--- src/rtl/acw_pkg.sv ---
package acw_pkg;

    localparam int WORD_W = 32;
    localparam int TAG_W  = 8;

    // bits that survive a configuration write
    localparam logic [WORD_W-1:0] KEEP_MASK = 32'hFFFF_E364;

    // cache mode reported when no window matches (cacheable copyback)
    localparam logic [1:0] CM_DEFAULT = 2'b01;

    typedef struct packed {
        logic [TAG_W-1:0] tag;
        logic [TAG_W-1:0] ign;
        logic             en;
        logic [1:0]       priv;
        logic [1:0]       usr;
        logic [1:0]       cm;
        logic             wp;
    } win_cfg_t;

    function automatic win_cfg_t split_word(input logic [WORD_W-1:0] w);
        win_cfg_t c;
        c.tag  = w[31:24];
        c.ign  = w[23:16];
        c.en   = w[15];
        c.priv = w[14:13];
        c.usr  = w[9:8];
        c.cm   = w[6:5];
        c.wp   = w[2];
        return c;
    endfunction

endpackage

--- src/rtl/acw_cfg_regs.sv ---
module acw_cfg_regs
    import acw_pkg::*;
#(
    parameter int NUM_WIN = 2,
    parameter int IDX_W   = 1
) (
    input  logic                      clk,
    input  logic                      rst_n,
    input  logic                      cfg_sel,
    input  logic                      cfg_we,
    input  logic                      cfg_super,
    input  logic [IDX_W-1:0]          cfg_idx,
    input  logic [WORD_W-1:0]         cfg_wdata,
    output logic [WORD_W-1:0]         cfg_rdata,
    output logic [NUM_WIN*WORD_W-1:0] win_words
);

    typedef struct packed {
        logic [NUM_WIN-1:0][WORD_W-1:0] word;
    } regs_t;

    regs_t regs_d, regs_q;
    logic  idx_ok;

    assign idx_ok = (int'(cfg_idx) < NUM_WIN);

    always_comb begin
        regs_d = regs_q;
        if (cfg_sel && cfg_we && cfg_super && idx_ok) begin
            regs_d.word[cfg_idx] = cfg_wdata & KEEP_MASK;
        end
    end

    always_ff @(posedge clk) begin
        if (!rst_n) begin
            regs_q <= '0;
        end else begin
            regs_q <= regs_d;
        end
    end

    always_comb begin
        cfg_rdata = '0;
        if (cfg_sel && !cfg_we && cfg_super && idx_ok) begin
            cfg_rdata = regs_q.word[cfg_idx];
        end
    end

    assign win_words = regs_q.word;

endmodule

--- src/rtl/acw_win_match.sv ---
module acw_win_match
    import acw_pkg::*;
(
    input  logic [WORD_W-1:0] cfg_word,
    input  logic [TAG_W-1:0]  addr_tag,
    input  logic              acc_super,
    output logic              hit,
    output win_cfg_t          fields
);

    logic tag_ok;
    logic priv_ok;

    always_comb begin
        fields  = split_word(cfg_word);
        tag_ok  = ((addr_tag ^ fields.tag) & ~fields.ign) == '0;
        priv_ok = fields.priv[1] || (fields.priv[0] == acc_super);
        hit     = fields.en && tag_ok && priv_ok;
    end

endmodule

--- src/rtl/acw_pick.sv ---
module acw_pick #(
    parameter int NUM_WIN = 2,
    parameter int IDX_W   = 1
) (
    input  logic [NUM_WIN-1:0] hits,
    output logic               any,
    output logic [IDX_W-1:0]   idx
);

    always_comb begin
        any = |hits;
        idx = '0;
        // scan downward so the lowest index is the last to win
        for (int i = NUM_WIN - 1; i >= 0; i--) begin
            if (hits[i]) begin
                idx = IDX_W'(i);
            end
        end
    end

endmodule

--- src/rtl/acc_window_match.sv ---
module acc_window_match
    import acw_pkg::*;
#(
    parameter int NUM_WIN = 2,
    parameter int ADDR_W  = 32,
    localparam int IDX_W  = (NUM_WIN > 1) ? $clog2(NUM_WIN) : 1
) (
    input  logic              clk,
    input  logic              rst_n,
    input  logic              cfg_sel,
    input  logic              cfg_we,
    input  logic              cfg_super,
    input  logic [IDX_W-1:0]  cfg_idx,
    input  logic [WORD_W-1:0] cfg_wdata,
    output logic [WORD_W-1:0] cfg_rdata,
    input  logic              acc_valid,
    input  logic [ADDR_W-1:0] acc_addr,
    input  logic              acc_super,
    input  logic              acc_write,
    output logic              hit_valid,
    output logic              hit_none,
    output logic [IDX_W-1:0]  hit_idx,
    output logic [1:0]        hit_user,
    output logic [1:0]        hit_cmode,
    output logic              hit_wprot,
    output logic              wr_fault,
    output logic              wr_en_out
);

    typedef struct packed {
        logic             valid;
        logic             none;
        logic [IDX_W-1:0] idx;
        logic [1:0]       usr;
        logic [1:0]       cm;
        logic             wp;
        logic             fault;
        logic             wen;
    } res_t;

    logic [NUM_WIN*WORD_W-1:0] win_words;
    logic [NUM_WIN-1:0]        win_hit;
    win_cfg_t                  win_f [NUM_WIN];
    logic                      any_hit;
    logic [IDX_W-1:0]          sel_idx;
    logic [TAG_W-1:0]          addr_tag;

    res_t res_d, res_q;

    assign addr_tag = acc_addr[ADDR_W-1 -: TAG_W];

    acw_cfg_regs #(
        .NUM_WIN (NUM_WIN),
        .IDX_W   (IDX_W)
    ) i_regs (
        .clk       (clk),
        .rst_n     (rst_n),
        .cfg_sel   (cfg_sel),
        .cfg_we    (cfg_we),
        .cfg_super (cfg_super),
        .cfg_idx   (cfg_idx),
        .cfg_wdata (cfg_wdata),
        .cfg_rdata (cfg_rdata),
        .win_words (win_words)
    );

    for (genvar g = 0; g < NUM_WIN; g++) begin : g_win
        acw_win_match i_match (
            .cfg_word  (win_words[g*WORD_W +: WORD_W]),
            .addr_tag  (addr_tag),
            .acc_super (acc_super),
            .hit       (win_hit[g]),
            .fields    (win_f[g])
        );
    end

    acw_pick #(
        .NUM_WIN (NUM_WIN),
        .IDX_W   (IDX_W)
    ) i_pick (
        .hits (win_hit),
        .any  (any_hit),
        .idx  (sel_idx)
    );

    always_comb begin
        res_d      = '0;
        res_d.none = 1'b1;
        res_d.cm   = CM_DEFAULT;
        if (acc_valid) begin
            res_d.valid = 1'b1;
            if (any_hit) begin
                res_d.none = 1'b0;
                res_d.idx  = sel_idx;
                res_d.usr  = win_f[sel_idx].usr;
                res_d.cm   = win_f[sel_idx].cm;
                res_d.wp   = win_f[sel_idx].wp;
            end
            res_d.fault = acc_write && res_d.wp;
            res_d.wen   = acc_write && !res_d.wp;
        end
    end

    always_ff @(posedge clk) begin
        if (!rst_n) begin
            res_q      <= '0;
            res_q.none <= 1'b1;
            res_q.cm   <= CM_DEFAULT;
        end else begin
            res_q <= res_d;
        end
    end

    assign hit_valid = res_q.valid;
    assign hit_none  = res_q.none;
    assign hit_idx   = res_q.idx;
    assign hit_user  = res_q.usr;
    assign hit_cmode = res_q.cm;
    assign hit_wprot = res_q.wp;
    assign wr_fault  = res_q.fault;
    assign wr_en_out = res_q.wen;

endmodule

--- config.mk ---
export PLATFORM = sky130hd
export DESIGN_NAME = acc_window_match
export DESIGN_NICKNAME = d
export VERILOG_FILES = /design/src/rtl/acw_pkg.sv /design/src/rtl/acw_cfg_regs.sv /design/src/rtl/acw_win_match.sv /design/src/rtl/acw_pick.sv /design/src/rtl/acc_window_match.sv
export SDC_FILE = /design/constraint.sdc
export NUM_CORES = 1
export LEC_CHECK = 0
export ABC_CLOCK_PERIOD_IN_PS = 2700
export BUFFER_PORTS_ARGS = -buffer_cell sky130_fd_sc_hd__clkbuf_2
export CORE_AREA = 2 2 85 87
export DETAILED_ROUTE_END_ITERATION = 10
export DIE_AREA = 0 0 87 89
export GPL_TIMING_DRIVEN = 0
export PLACE_DENSITY = 0.79
export SLEW_MARGIN = 20
export SYNTH_ARGS = -nofsm -noshare
export SYNTH_HDL_FRONTEND = slang
export SYNTH_HIERARCHICAL = 1
export SYNTH_SLANG_ARGS = --single-unit
--- constraint.sdc ---
create_clock -name clk -period 2.7 [get_ports clk]
set_input_delay 0.54 -clock clk [delete_from_list [all_inputs] [get_ports clk]]
set_output_delay 0.54 -clock clk [all_outputs]
set_load 0.02 [all_outputs]
# Yosys cells after proc, flatten, opt, wreduce, memory -nomap -nowiden
# Cells that the tools add are included.
[totals]
input_bits = 73
word_cells = 55
mem_bits_ro = 0
ff_bits = 74
mem_count = 0
ramBits = 0
latchBits = 0
[op_classes]
n_mul = 0
n_eq_ne = 2
magnitude_cmp = 3
n_div = 0
reduce_logical = 19
shift = 0
bitwise = 7
n_mux = 14
n_addsub = 0
[op_table]
columns = ["cell", "count"]
rows = [
  ["2-to-1 mux 32 bit", 4],
  ["bitwise mux 64 bit", 1],
  ["demux 32 bit (select 1 bit)", 1],
  ["bitwise AND 8 bit", 2],
  ["logical NOT 8 bit", 2],
  ["NOT 8 bit", 2],
  ["XOR 8 bit", 2],
  ["2-to-1 mux 5 bit", 3],
  ["2-to-1 mux 7 bit", 2],
  ["logical AND 1 bit", 11],
  ["2-to-1 mux 10 bit", 1],
  ["== test 1 bit", 2],
  ["greater-or-equal comparator 2 bit, second input constant", 1],
  ["logical NOT 1 bit", 2],
  ["logical OR 1 bit", 2],
  ["< comparator 1 x 2 -> 1 bit, second input constant", 1],
  ["2-to-1 mux 1 bit", 2],
  ["NOT 1 -> 2 bit", 1],
  ["AND reduction 2 bit", 1],
  ["OR reduction 2 bit", 1],
  ["greater-or-equal comparator 1 bit, second input constant", 1],
]

# Longest topological paths before layout
[depth]
ltp_word = 16
ltp_mapped = 8
mapped_depth_nobuf = 7

# By module
# Netlist, hierarchy kept.
[modules_own_cells]
columns = ["mod", "instances", "cells_per_inst", "area_per_inst_um2"]
rows = [
  ["acw_cfg_regs", 1, 262, 2417.3],
  ["acw_win_match", 2, 40, 305.3],
  ["acc_window_match", 1, 27, 326.6],
  ["acw_pick", 1, 2, 12.5],
]

# Worst setup path after synthesis
# Ideal clock, no wire load.
[synth_timing]
kind = "input to register"
start = "in acc_super"
end = "reg res_q, in the netlist wr_fault"
path_buffers = 1
setup_ns = 0.116
arrival_ns = 2.059
cell_stages = 8
slack_ns = 0.525
cell_sequence = "xnor2_1 > o22ai_1 > or3_1 > nor3_2 > nor2b_1 > buf_6 > mux2_4 > and4_1"
[synth_between]
elab_chain_cells = 12
elab_cells_between_ends = 16
classes_between = "eq/ne: 2; mux: 7; bitwise: 1; reduce/logical: 6"
[synth_rtl]
columns = ["item", "line", "text"]
rows = [
  ["from (decl)", "acc_window_match.sv:18", "input logic acc_super,"],
  ["== test 1 bit", "acw_win_match.sv:17", "priv_ok = fields.priv[1] || (fields.priv[0] == acc_super);"],
  ["logical OR 1 bit", "acw_win_match.sv:17", ""],
  ["logical AND 1 bit", "acw_win_match.sv:18", "hit = fields.en && tag_ok && priv_ok;"],
  ["named net win_hit[1]", "acc_window_match.sv:42", "logic [NUM_WIN-1:0] win_hit;"],
  ["2-to-1 mux 1 bit (2 in a row)", "acw_pick.sv:15", "if (hits[i]) begin"],
  ["named net sel_idx", "acc_window_match.sv:45", "logic [IDX_W-1:0] sel_idx;"],
  ["NOT 1 -> 2 bit (implied by the code)", "acc_window_match.sv:97", "res_d.wp = win_f[sel_idx].wp;"],
  ["2-to-1 mux 5 bit (implied by the code) (3 in a row)", "acc_window_match.sv:97", ""],
  ["2-to-1 mux 7 bit", "acc_window_match.sv:92", "if (any_hit) begin"],
  ["2-to-1 mux 7 bit", "acc_window_match.sv:90", "if (acc_valid) begin"],
  ["logical AND 1 bit", "acc_window_match.sv:99", "res_d.fault = acc_write && res_d.wp;"],
  ["to (signal assigned)", "acc_window_match.sv:110", "res_q <= res_d;"],
  ["to (decl)", "acc_window_match.sv:48", "res_t res_d, res_q;"],
]
# The timed path passes the listed nets, and every way through them passes these cells. The select of a mux whose other input is x is not followed.
# A chain may end at the register's enable or synchronous reset.

# Worst setup path in the final report
[layout_timing]
start = "reg i_regs.regs_q[58], in the netlist i_regs/win_words[58]"
end = "reg res_q, in the netlist wr_fault"
[layout_between]
elab_chain_cells = 14
elab_cells_between_ends = 15
classes_between = "mux: 7; bitwise: 3; reduce/logical: 5"
[layout_rtl]
columns = ["item", "line", "text"]
rows = [
  ["from (decl)", "acw_cfg_regs.sv:22", "regs_t regs_d, regs_q;"],
  ["from (signal assigned)", "acw_cfg_regs.sv:38", "regs_q <= regs_d;"],
  ["XOR 8 bit", "acw_win_match.sv:16", "tag_ok = ((addr_tag ^ fields.tag) & ~fields.ign) == '0;"],
  ["bitwise AND 8 bit", "acw_win_match.sv:16", ""],
  ["logical NOT 8 bit", "acw_win_match.sv:16", ""],
  ["logical AND 1 bit (2 in a row)", "acw_win_match.sv:18", ""],
  ["named net win_hit[1]", "acc_window_match.sv:42", ""],
  ["2-to-1 mux 1 bit (2 in a row)", "acw_pick.sv:15", ""],
  ["named net sel_idx", "acc_window_match.sv:45", ""],
  ["NOT 1 -> 2 bit (implied by the code)", "acc_window_match.sv:97", ""],
  ["2-to-1 mux 5 bit (implied by the code) (3 in a row)", "acc_window_match.sv:97", ""],
  ["2-to-1 mux 7 bit", "acc_window_match.sv:92", ""],
  ["2-to-1 mux 7 bit", "acc_window_match.sv:90", ""],
  ["logical AND 1 bit", "acc_window_match.sv:99", ""],
]
# The timed path passes the listed nets, and every way through them passes these cells. The select of a mux whose other input is x is not followed.

==> qor.yml <==
reg2reg_from: "i_regs/win_words[58]$_SDFFE_PN0P_"
grt_pass1_wl_um: 11700
wirelength_um: 7380
hold_path_class: "input pin to flop"
htreeDepth: 3
start_util_pct: 44.1
worst_pin_slew_ns: 0.623
max-slew-margin-rel_pct: 58.5
netlist_area_um2: 2960
p_comb_share_pct: 10.4
rsz0062_at_grt: "false"
leakagePower_uw: 0.00188
fillers: 620
die_height_um: 89
remaining_drc_errors: 0
power.internal_uw: 1510
timing.rr.end: "wr_fault$_SDFF_PN0_"
cts_sinks: 58
grt_antenna_before_repair: 0
port_buffers: 73
crit_path_start: "i_regs/win_words[58]$_SDFFE_PN0P_"
p_sw_uw: 483
p_seq_share_pct: 44.5
core_um2: 6720
worstPathArrival_ns: 2.42
syn_area_per_cell_um2: 9.34
seq_area_um2: 1160
cp-endpoint: "wr_fault$_SDFF_PN0_"
grt_max_degree: 11
slowest_delay_ns: 0.39
crit_fanout: 6
clk-insertion-delay-late_ns: 0.35
n_antenna_cell: 0
dpl.hpwl_um: 5550
setup_viol: 0
fin_crit_ns: 2.18
firstDrtPassIters: 4
drv_slew: 0
hold_viol: 0
die_w_um: 87
hold_ws_ns: 0.415
wl_per_cell_um: 15.0
power_density_nw_per_um2: 542
max_freq_mhz: 459
ant_nets: 0
grt_use_total_pct: 20.2
cts_root_buf: "clkbuf_8"
path_clk_slew_ns: 0.07
cts_buffers: 9
drt_iter0_markers: 125
status: "complete, no violations"
yosys_warnings: 6
multi_input_comb_area_um2: 1540
r2r_slack_ns: 0.52
p_clk_share_pct: 45.0
p_sw_share_pct: 24.3
path_depth: 8
vias: 2446
synthCells: 317
path_buf_inv: 1
drv_cap: 0
post-cts-setup-buffers: 0
grt_pass1_vias: 2572
reg2regPathDepth: 8
drive_gt1_share_pct: 30.5
cts_tree: "built"
row_count: 30
die-area_um2: 7740
gp_congestion: 0.832
syn_to_final_growth_pct: 24.0
cts_resized: 0
fin_nets: 481
io_pins: 115
setup.worst_path.class: "flop to flop"
crit_path_end_kind: "flop"
cp.required_ns: 2.94
cp_top_family: "simple AND/OR/NAND/NOR gates"
critPathSlowestCell: "or3_1"
holdBufCountCts: 0
final_min_period_over_clock_period_pct: 80.7
cp_cell_sequence: "xnor2_1 -> o22ai_1 -> or3_1 -> nor3_2 -> nor2b_1 -> buf_6 -> mux2_4 -> and4_1"
critPathLaunchType: "flop"
vias_per_cell: 4.96
skew_ns: 0.00759
grt-ovfl-total: 0
ir_drop_uv: 242
clock_path_buffers: 2
fin_tns_setup_ns: 0
[sequential cells by signal, indices dropped and copies added, names as in the netlist]
name	count
hit_cmode	2
hit_idx	1
hit_none	1
hit_user	2
hit_valid	1
hit_wprot	1
i_regs/win_words	48
wr_en_out	1
wr_fault	1
[layout by cell type, fill, tap and decap left out, drive strengths merged]
master    instances
and2              1
bufinv            2
clkbuf           89
and3              2
or3               2
nand4             1
nor2             27
a21oi             1
and4              1
mux2i            76
conb              8
or2               1
nand3             3
clkinvlp          1
buf              32
o21ai             2
xnor2            18
nor2b             1
mux2              1
o22ai             8
clkinv            2
nand3b            1
nor3              2
dfxtp            58
nand4b            1
nand2            72
[final cells by class]
cell class                 count  area share (%)
multi-input combinational    229            42.0
timing repair buffer          73            9.95
buffer                        37            7.77
clock buffer                  11            3.85
tap                           80            2.73
sequential                    58            31.6
clock inverter                 5            2.11
[metal layers]
metal	up-vias	wire length [µm]	share of wire [%]	global-route usage, %
met5	-	0	0	0
met3	11	318	4.3	3.88
met4	0	148	2.0	10.5
li1	1215	-	-	-
met2	70	3760	51	35.8
met1	1150	3150	43	23.1
[worst min path at each step]
| stage | startpoint | end | slack [ns] | depth (start not counted) |
|---|---|---|---|---|
| floorplan | i_regs/win_words[15]$_SDFFE_PN0P_ | i_regs/win_words[15]$_SDFFE_PN0P_ | 0.45 | 2 |
| global placement | i_regs/win_words[9]$_SDFFE_PN0P_ | i_regs/win_words[9]$_SDFFE_PN0P_ | 0.46 | 2 |
| detailed placement | i_regs/win_words[5]$_SDFFE_PN0P_ | i_regs/win_words[5]$_SDFFE_PN0P_ | 0.47 | 2 |
| CTS | acc_write | wr_en_out$_SDFF_PN0_ | 0.40 | 3 |
| global route | acc_write | wr_en_out$_SDFF_PN0_ | 0.43 | 3 |
| finish | acc_write | wr_en_out$_SDFF_PN0_ | 0.41 | 3 |
[power by group through the flow]
stage	clock network, µW	registers, µW	logic (µW)
2_1_floorplan	0	904	135
3_5_place_dp	0	905	207
4_1_cts	908	886	208
6_report	896	886	208
5_1_grt	943	888	224
3_3_place_gp	0	904	205
[worst reg2reg max path, cell delays in order, from the launching register on]
cell and delay, ns:
dfxtp_1 0.33, xnor2_1 0.18, o22ai_1 0.13, or3_1 0.39, nor3_2 0.20, nor2b_1 0.18, buf_6 0.16, mux2_4 0.31
and4_1 0.20
[per-stage QoR]
stage	total power, µW	utilization, %	worst slack [ns]	instances	instance area (µm²)
6_report	1990	54.7	0.520	493	3670
5_1_grt	2060	54.7	0.372	493	3670
4_1_cts	2000	54.7	0.510	493	3670
3_5_place_dp	1110	51.4	0.204	477	3450
3_3_place_gp	1110	51.4	0.254	477	3450
2_1_floorplan	1040	-	0.525	324	2990
(Power assumes the default switching activity.)
